## config.mk

```make
export PLATFORM = sky130hd
export DESIGN_NAME = clkdiv_mcu_out
export DESIGN_NICKNAME = d
export VERILOG_FILES = /design/src/rtl/clkdiv_pkg.sv /design/src/rtl/clkdiv_ratio_dec.sv /design/src/rtl/clkdiv_seq.sv /design/src/rtl/clkdiv_half_stretch.sv /design/src/rtl/clkdiv_mcu_out.sv
export SDC_FILE = /design/constraint.sdc
export NUM_CORES = 1
export LEC_CHECK = 0
export ABC_AREA = 1
export BUFFER_PORTS_ARGS = -buffer_cell sky130_fd_sc_hd__buf_4
export CORE_MARGIN = 1
export CORE_UTILIZATION = 55
export CTS_CLUSTER_SIZE = 24
export DETAILED_ROUTE_END_ITERATION = 12
export HOLD_SLACK_MARGIN = 0.08
export PLACE_DENSITY = 0.75
export SYNTH_ARGS = -nofsm -noshare
export SYNTH_HDL_FRONTEND = slang
export SYNTH_SLANG_ARGS = --single-unit
export TNS_END_PERCENT = 100
```

## constraint.sdc

```tcl
create_clock -name clk -period 4.8 [get_ports clk]
set_input_delay 0.24 -clock clk [delete_from_list [all_inputs] [get_ports clk]]
set_output_delay 0.24 -clock clk [all_outputs]
set_load 0.02 [all_outputs]
```

## src/rtl/clkdiv_pkg.sv

```systemverilog
package clkdiv_pkg;

    typedef enum logic [1:0] {
        ST_IDLE = 2'd0,
        ST_HIGH = 2'd1,
        ST_LOW  = 2'd2
    } div_state_e;

    typedef enum logic [1:0] {
        PM_RX       = 2'b00,
        PM_ACTIVE   = 2'b01,
        PM_STANDBY  = 2'b10,
        PM_INACTIVE = 2'b11
    } pwr_mode_e;

endpackage

```

## src/rtl/clkdiv_ratio_dec.sv

```systemverilog
module clkdiv_ratio_dec #(
    parameter int SEL_W   = 2,
    parameter int MIN_DIV = 2,
    parameter int CNT_W   = 3
) (
    input  logic [SEL_W-1:0] sel,
    output logic [CNT_W-1:0] hi_len,
    output logic [CNT_W-1:0] lo_len,
    output logic             odd
);
    localparam int NUM = 1 << SEL_W;

    logic [CNT_W-1:0] hi_tab  [NUM];
    logic [CNT_W-1:0] lo_tab  [NUM];
    logic             odd_tab [NUM];

    // One entry per select code: high phase gets the floor half,
    // low phase the ceiling half of the ratio (in whole input cycles).
    for (genvar g = 0; g < NUM; g++) begin : g_tab
        localparam int DIV = MIN_DIV + g;
        assign hi_tab[g]  = CNT_W'(DIV / 2);
        assign lo_tab[g]  = CNT_W'(DIV - DIV / 2);
        assign odd_tab[g] = ((DIV % 2) == 1);
    end

    assign hi_len = hi_tab[sel];
    assign lo_len = lo_tab[sel];
    assign odd    = odd_tab[sel];

endmodule

```

## src/rtl/clkdiv_seq.sv

```systemverilog
module clkdiv_seq
    import clkdiv_pkg::*;
#(
    parameter int       CNT_W   = 3,
    parameter bit [7:0] RST_HI  = 8'd2,
    parameter bit [7:0] RST_LO  = 8'd3,
    parameter bit       RST_ODD = 1'b1
) (
    input  logic             clk,
    input  logic             rst_n,
    input  logic             gate,
    input  logic [CNT_W-1:0] new_hi,
    input  logic [CNT_W-1:0] new_lo,
    input  logic             new_odd,
    output logic             pos_hi,
    output logic             odd_q
);
    div_state_e       state_q, state_nxt;
    logic [CNT_W-1:0] cnt_q, cnt_nxt;
    logic [CNT_W-1:0] hi_q, hi_nxt;
    logic [CNT_W-1:0] lo_q, lo_nxt;
    logic             odd_nxt;
    logic             high_done, low_done;

    assign high_done = (cnt_q == hi_q - 1'b1);
    assign low_done  = (cnt_q == lo_q - 1'b1);

    // Next-state logic: lengths load only at a low-phase end or on restart.
    always_comb begin
        state_nxt = state_q;
        cnt_nxt   = cnt_q;
        hi_nxt    = hi_q;
        lo_nxt    = lo_q;
        odd_nxt   = odd_q;
        unique case (state_q)
            ST_IDLE: begin
                if (!gate) begin
                    state_nxt = ST_LOW;
                    cnt_nxt   = '0;
                    hi_nxt    = new_hi;
                    lo_nxt    = new_lo;
                    odd_nxt   = new_odd;
                end
            end
            ST_HIGH: begin
                if (high_done) begin
                    state_nxt = ST_LOW;
                    cnt_nxt   = '0;
                end else begin
                    cnt_nxt = cnt_q + 1'b1;
                end
            end
            ST_LOW: begin
                if (low_done) begin
                    cnt_nxt = '0;
                    if (gate) begin
                        state_nxt = ST_IDLE;
                    end else begin
                        state_nxt = ST_HIGH;
                        hi_nxt    = new_hi;
                        lo_nxt    = new_lo;
                        odd_nxt   = new_odd;
                    end
                end else begin
                    cnt_nxt = cnt_q + 1'b1;
                end
            end
            default: begin
                state_nxt = ST_IDLE;
                cnt_nxt   = '0;
            end
        endcase
    end

    // State register
    always_ff @(posedge clk or negedge rst_n) begin
        if (!rst_n) begin
            state_q <= ST_LOW;
            cnt_q   <= '0;
            hi_q    <= CNT_W'(RST_HI);
            lo_q    <= CNT_W'(RST_LO);
            odd_q   <= RST_ODD;
        end else begin
            state_q <= state_nxt;
            cnt_q   <= cnt_nxt;
            hi_q    <= hi_nxt;
            lo_q    <= lo_nxt;
            odd_q   <= odd_nxt;
        end
    end

    // Output register: glitch-free high flag from the next state
    always_ff @(posedge clk or negedge rst_n) begin
        if (!rst_n) begin
            pos_hi <= 1'b0;
        end else begin
            pos_hi <= (state_nxt == ST_HIGH);
        end
    end

    // the phase counter never passes the length of its phase
    a_r1_cnt_bound: assert property (@(posedge clk) disable iff (!rst_n)
        (state_q != ST_IDLE) |-> (cnt_q < ((state_q == ST_HIGH) ? hi_q : lo_q)));

    // lengths change only after a completed low phase or from IDLE
    a_r4_len_hold: assert property (@(posedge clk) disable iff (!rst_n)
        ((hi_q != $past(hi_q)) || (lo_q != $past(lo_q))) |->
        (($past(state_q) == ST_IDLE) || (($past(state_q) == ST_LOW) && $past(low_done))));

    // gate seen at a low-phase end stops the output
    a_r5_stop_at_end: assert property (@(posedge clk) disable iff (!rst_n)
        ((state_q == ST_LOW) && low_done && gate) |=> (state_q == ST_IDLE) && !pos_hi);

    // release restarts at count zero with the output low
    a_r7_restart_low: assert property (@(posedge clk) disable iff (!rst_n)
        ((state_q == ST_IDLE) && !gate) |=> ((state_q == ST_LOW) && (cnt_q == '0) && !pos_hi));

    // no stop anywhere except at a low-phase end
    a_r8_no_early_stop: assert property (@(posedge clk) disable iff (!rst_n)
        ((state_q == ST_HIGH) || ((state_q == ST_LOW) && !low_done)) |=> (state_q != ST_IDLE));

endmodule

```

## src/rtl/clkdiv_half_stretch.sv

```systemverilog
module clkdiv_half_stretch #(
    parameter bit ALLOW_ODD = 1'b1
) (
    input  logic clk,
    input  logic rst_n,
    input  logic pos_hi,
    input  logic odd_q,
    output logic clk_out
);
    logic neg_hi;

    // Falling-edge copy of the high flag, half a cycle late
    always_ff @(negedge clk or negedge rst_n) begin
        if (!rst_n) begin
            neg_hi <= 1'b0;
        end else begin
            neg_hi <= pos_hi;
        end
    end

    if (ALLOW_ODD) begin : g_odd
        assign clk_out = pos_hi | (odd_q & neg_hi);
    end else begin : g_even
        assign clk_out = pos_hi;
    end

    // the stretch only extends a high phase, never starts one
    a_r3_stretch_tail: assert property (@(negedge clk) disable iff (!rst_n)
        (neg_hi && !$past(neg_hi)) |-> $past(pos_hi));

endmodule

```

## src/rtl/clkdiv_mcu_out.sv

```systemverilog
module clkdiv_mcu_out
    import clkdiv_pkg::*;
#(
    parameter int SEL_W   = 2,
    parameter int MIN_DIV = 2,
    parameter int RST_SEL = (1 << SEL_W) - 1
) (
    input  logic             clk,
    input  logic             rst_n,
    input  logic [SEL_W-1:0] div_sel,
    input  logic             mute,
    input  logic [1:0]       pwr_mode,
    output logic             clk_out
);
    localparam int MAX_DIV   = MIN_DIV + (1 << SEL_W) - 1;
    localparam int CNT_W     = $clog2(MAX_DIV + 1);
    localparam int RST_DIV   = MIN_DIV + RST_SEL;
    localparam bit ALLOW_ODD = ((1 << SEL_W) > 1) || ((MIN_DIV % 2) == 1);

    logic [CNT_W-1:0] dec_hi, dec_lo;
    logic             dec_odd;
    logic             gate;
    logic             pos_hi, odd_q;

    assign gate = mute | (pwr_mode == PM_INACTIVE);

    clkdiv_ratio_dec #(
        .SEL_W  (SEL_W),
        .MIN_DIV(MIN_DIV),
        .CNT_W  (CNT_W)
    ) u_dec (
        .sel   (div_sel),
        .hi_len(dec_hi),
        .lo_len(dec_lo),
        .odd   (dec_odd)
    );

    clkdiv_seq #(
        .CNT_W  (CNT_W),
        .RST_HI (8'(RST_DIV / 2)),
        .RST_LO (8'(RST_DIV - RST_DIV / 2)),
        .RST_ODD((RST_DIV % 2) == 1)
    ) u_seq (
        .clk    (clk),
        .rst_n  (rst_n),
        .gate   (gate),
        .new_hi (dec_hi),
        .new_lo (dec_lo),
        .new_odd(dec_odd),
        .pos_hi (pos_hi),
        .odd_q  (odd_q)
    );

    clkdiv_half_stretch #(
        .ALLOW_ODD(ALLOW_ODD)
    ) u_stretch (
        .clk    (clk),
        .rst_n  (rst_n),
        .pos_hi (pos_hi),
        .odd_q  (odd_q),
        .clk_out(clk_out)
    );

    // inactive mode at a low-phase end stops the sequencer
    a_r6_inactive_stop: assert property (@(posedge clk) disable iff (!rst_n)
        ((pwr_mode == PM_INACTIVE) && (u_seq.state_q == ST_LOW) && u_seq.low_done)
        |=> (u_seq.state_q == ST_IDLE));

endmodule

```

Word-level counts from Yosys, hierarchy flattened
Cells that the tools add are included.

word-level totals
  bits of input ports = 7
  logic and storage cells = 53
  flip-flop bits (word level) = 14

cells by class
  bitwise gates (word level) = 4
  reduce and logical (&&, ||, !) cells = 3
  equality and inequality tests = 8
  muxes and demuxes = 27
  add/sub/neg operators = 3
  $lt $le $gt $ge = 1

operators by type and width
  operator                                                number
  two-way mux 3 bit                                       11
  binary-select mux 3 bit (select 2 bit)                  2
  case mux 3 bit (2 select lines)                         2
  case mux 3 bit (3 select lines)                         1
  equality test 3 bit                                     2
  two-way mux 2 bit                                       3
  case mux 2 bit (3 select lines)                         1
  subtractor 3 x 1 -> 3 bit (second input constant)       2
  two-way mux 1 bit                                       5
  equality test 2 x 1 -> 1 bit (second input constant)    2
  equality test 2 bit (second input constant)             2
  adder 3 x 1 -> 3 bit (second input constant)            1
  >= comparator 3 bit (second input constant)             1
  inverter 2 -> 3 bit                                     1
  binary-select mux 1 bit (select 2 bit)                  1
  zero test 2 bit                                         1
  inequality test 2 x 1 -> 1 bit (second input constant)  1
  inequality test 2 bit (second input constant)           1
  OR 1 bit                                                2
  case mux 1 bit (2 select lines)                         1
  AND reduction 2 bit                                     1
  nonzero test 2 bit                                      1
  bitwise AND 1 bit                                       1

Depth between registers and ports, before layout
  depth in word-level cells = 7
  depth in mapped cells = 12
  depth with buffers taken out = 12

By module
Synthesis repeated with hierarchy kept, for this count alone.

unflattened totals
  cells, all modules = 127
  area, all modules = 930.9 um2

by module, submodules not included
  module               instances  area each (um2)  sequential area each (um2)  cells an instance
  clkdiv_seq           1          822.0            331.6                       110
  clkdiv_ratio_dec     1          61.3             0.0                         10
  clkdiv_half_stretch  1          36.3             25.0                        4
  clkdiv_mcu_out       1          11.3             0.0                         3

==> impl_results.md <==
* Outcome: complete, no violations
* Unrepaired setup endpoints after global routing: no
* Clk slew on worst S/H paths at 0.07 ns
* XOR/XNOR Fraction of Synth Area at 0.02251
* Synth Area in Adders at 0.1286
* Commonest non-fill, non-tap cells in the layout: nand2_1 (27), inv_1 (17), ha_1 (8)
* Worst Path Arrival at 3.30 ns
* Synth Area in Simple Gates at 0.2797
* Core area at 1301 um^2
* Row count at 13
* CTS Buf Count at 3
* GRT Total Usage at 0.2190
* R2r startpoint: u_seq.pos_hi$_DFF_PN0_
* Placed Cells at 117
* Leak Pwr at 0.4859 nW
* Synthesized area at 778.2 um^2
* Hold path cells at 2
* Register area share after synthesis at 0.3939
* Fin Setup TNS at 0 ns
* CP Class: reg2out
* Via count at 612
* R2R Setup Slk at 1.88 ns
* Largest net degree at the start of global routing at 13
* Normalized max-slew margin at 0.8495
* Max IR drop VDD at 345.7 uV
* Final Setup Violations at 0
* Initial antenna violation count at 0
* Ports at 8
* HPWL after detailed placement at 1.070 mm
* Clk_lat worst skew at 0.27 ns
* Post-CTS sizing at 0
* Post-CTS Repair Setup Buffers at 0
* Average size of a mapped cell at 8.192 um^2
* Main combinational cell family by area after synthesis: simple AND/OR/NAND/NOR gates
* Clock root buffer: clkbuf_4
* Final hold violation count at 0
* Clock Sinks at 12
* Hold Startpoint: div_sel[1]
* First-pass GRT wire length at 2.256 mm
* Gpl congestion at 0.6877
* Vertical die dimension at 39.62 um
* Worst Skew at 0.007796 ns
* Routed Antenna Nets at 0
* Vias in the first global route at 580
* Crit-path max FO at 1
* H-tree depth at 1
* Detailed Route Iter0 Violations at 9
* Worst-path cell chain: a21o_1 > buf_4
* Synth area leaders: dfrtp_1 (19%), dfstp_2 (17%), nand2_1 (13%)
* Commonest non-fill, non-tap cell in the layout: nand2_1
* Clock buffer depth at 2
* Layout cells sized above 1 at 0.2523
* Worst hold path class: in2reg
* Reg2reg path depth at 0
* Yosys top cell by area: dfrtp_1
* WL/cell at 10.74 um
* Post-Synthesis Cells at 95
* Hold endpoint: u_seq.hi_q[0]$_DFFE_PN0P_
* RR Endpoint: u_stretch.neg_hi$_DFF_NN0_
* PD cells at 635.8 nW/um^2
* CP bufs+invs at 1
* Port Buffers at 7
* Yosys warns at 0
* Critical Path Max Stage Delay at 0.34 ns
* Mux share of post-synthesis cell area at 0
* Die area at 1569 um^2
* Compound-Gate Fraction of Synth Area at 0.08842
* Actual slew at the worst max-slew pin at 0.2250 ns
* Max Cap Viol at 0
* Slew Viols, Final at 0
* Non-filler cells in the finished layout at 122
* Hold-fix buffer count after cts at 1
* Die X at 39.62 um
* Startpoint types: flip-flop
* Crit-path slowest cell: dfrtn_1
* Post-synth net total at 110
* Top delay family on crit path: flip-flops
* Residual DRC at 0
* Grt ovf at 0
* Initial Util at 0.5981
* Vias/cell at 5.016
* Synth cell types at 21
* Worst Path Required at 4.56 ns
* Crit path capture type: output port
* Synth Register Bits at 12
* Antenna diodes at 0
* First-pass DRT Iterations at 4
* Yosys top cell area share at 0.1929
* Final nets at 123
* Routed WL at 1.310 mm
* CTS tree: yes
* Layout area overhead at 15.11%
==> sequential cells by signal, indices dropped and copies added, names as in the netlist <==
signal            count
u_seq.cnt_q           3
u_seq.hi_q            2
u_seq.lo_q            2
u_seq.pos_hi          1
u_seq.odd_q           1
u_seq.state_q         2
u_stretch.neg_hi      1
==> cell type report <==
type | count | area [um^2]
clock buffers | 4 | 36.28
well taps | 15 | 18.77
repair buffers | 8 | 62.56
multi-input cells | 65 | 404.1
flip-flops and latches | 12 | 306.5
fillers | 112 | 405.4
inverters | 18 | 67.56
==> logic make-up after synthesis <==
family	Yosys count
simple gates	43
flops	12
buf+inv	18
xor+xnor	2
fa+ha+maj	8
compound gates	12
==> synth_stat cells (all sizes together) <==
library cell,n
o21bai,1
nand3,5
a21o,1
nor2,4
nand4,3
o21ai,8
xnor2,2
nand2,31
a21oi,2
dfstp,5
ha,8
dfrtp,6
inv,18
dfrtn,1
==> how the worst max path moves through the flow <==
stage | startpoint | depth (start not counted) | end | slack [ns]
after floorplan | u_stretch.neg_hi$_DFF_NN0_ | 1 | clk_out | 1.60
after global placement | u_stretch.neg_hi$_DFF_NN0_ | 2 | clk_out | 1.56
after detailed placement | u_stretch.neg_hi$_DFF_NN0_ | 2 | clk_out | 1.56
after CTS | u_stretch.neg_hi$_DFF_NN0_ | 2 | clk_out | 1.26
after global routing | u_stretch.neg_hi$_DFF_NN0_ | 2 | clk_out | 1.23
final | u_stretch.neg_hi$_DFF_NN0_ | 2 | clk_out | 1.26
==> stage by stage <==
step,power (W),utilization,hold WS [ns],cell area (um^2),setup WS [ns]
floorplan,0.0004294,-,-0.05559,778.2,1.598
global placement,0.0004790,0.6529,0.08172,849.6,1.556
detailed placement,0.0004947,0.6529,0.08552,849.6,1.565
CTS,0.0005734,0.6885,0.1479,895.9,1.256
global route,0.0006297,0.6885,0.1567,895.9,1.227
finish,0.0005696,0.6885,0.1529,895.9,1.259
==> where the power goes <==
| group | total, W | internal, W | switching, W | leakage (nW) |
|---|---|---|---|---|
| logic | 0.000308 | 0.000118 | 0.000189 | 0.318 |
| clock network | 0.0000764 | 0.0000460 | 0.0000304 | 0.0210 |
| registers | 0.000186 | 0.000156 | 0.0000299 | 0.147 |
==> metal layers <==
| layer | up-vias | track usage | wire length [um] |
|---|---|---|---|
| li1 | 323 | - | - |
| met1 | 276 | 0.2909 | 622 |
| met2 | 11 | 0.3566 | 633 |
| met3 | 2 | 0.01705 | 41 |
| met4 | 0 | 0.1034 | 12 |
| met5 | - | 0 | 0 |
Note: power is estimated with default switching activity, not from simulation.
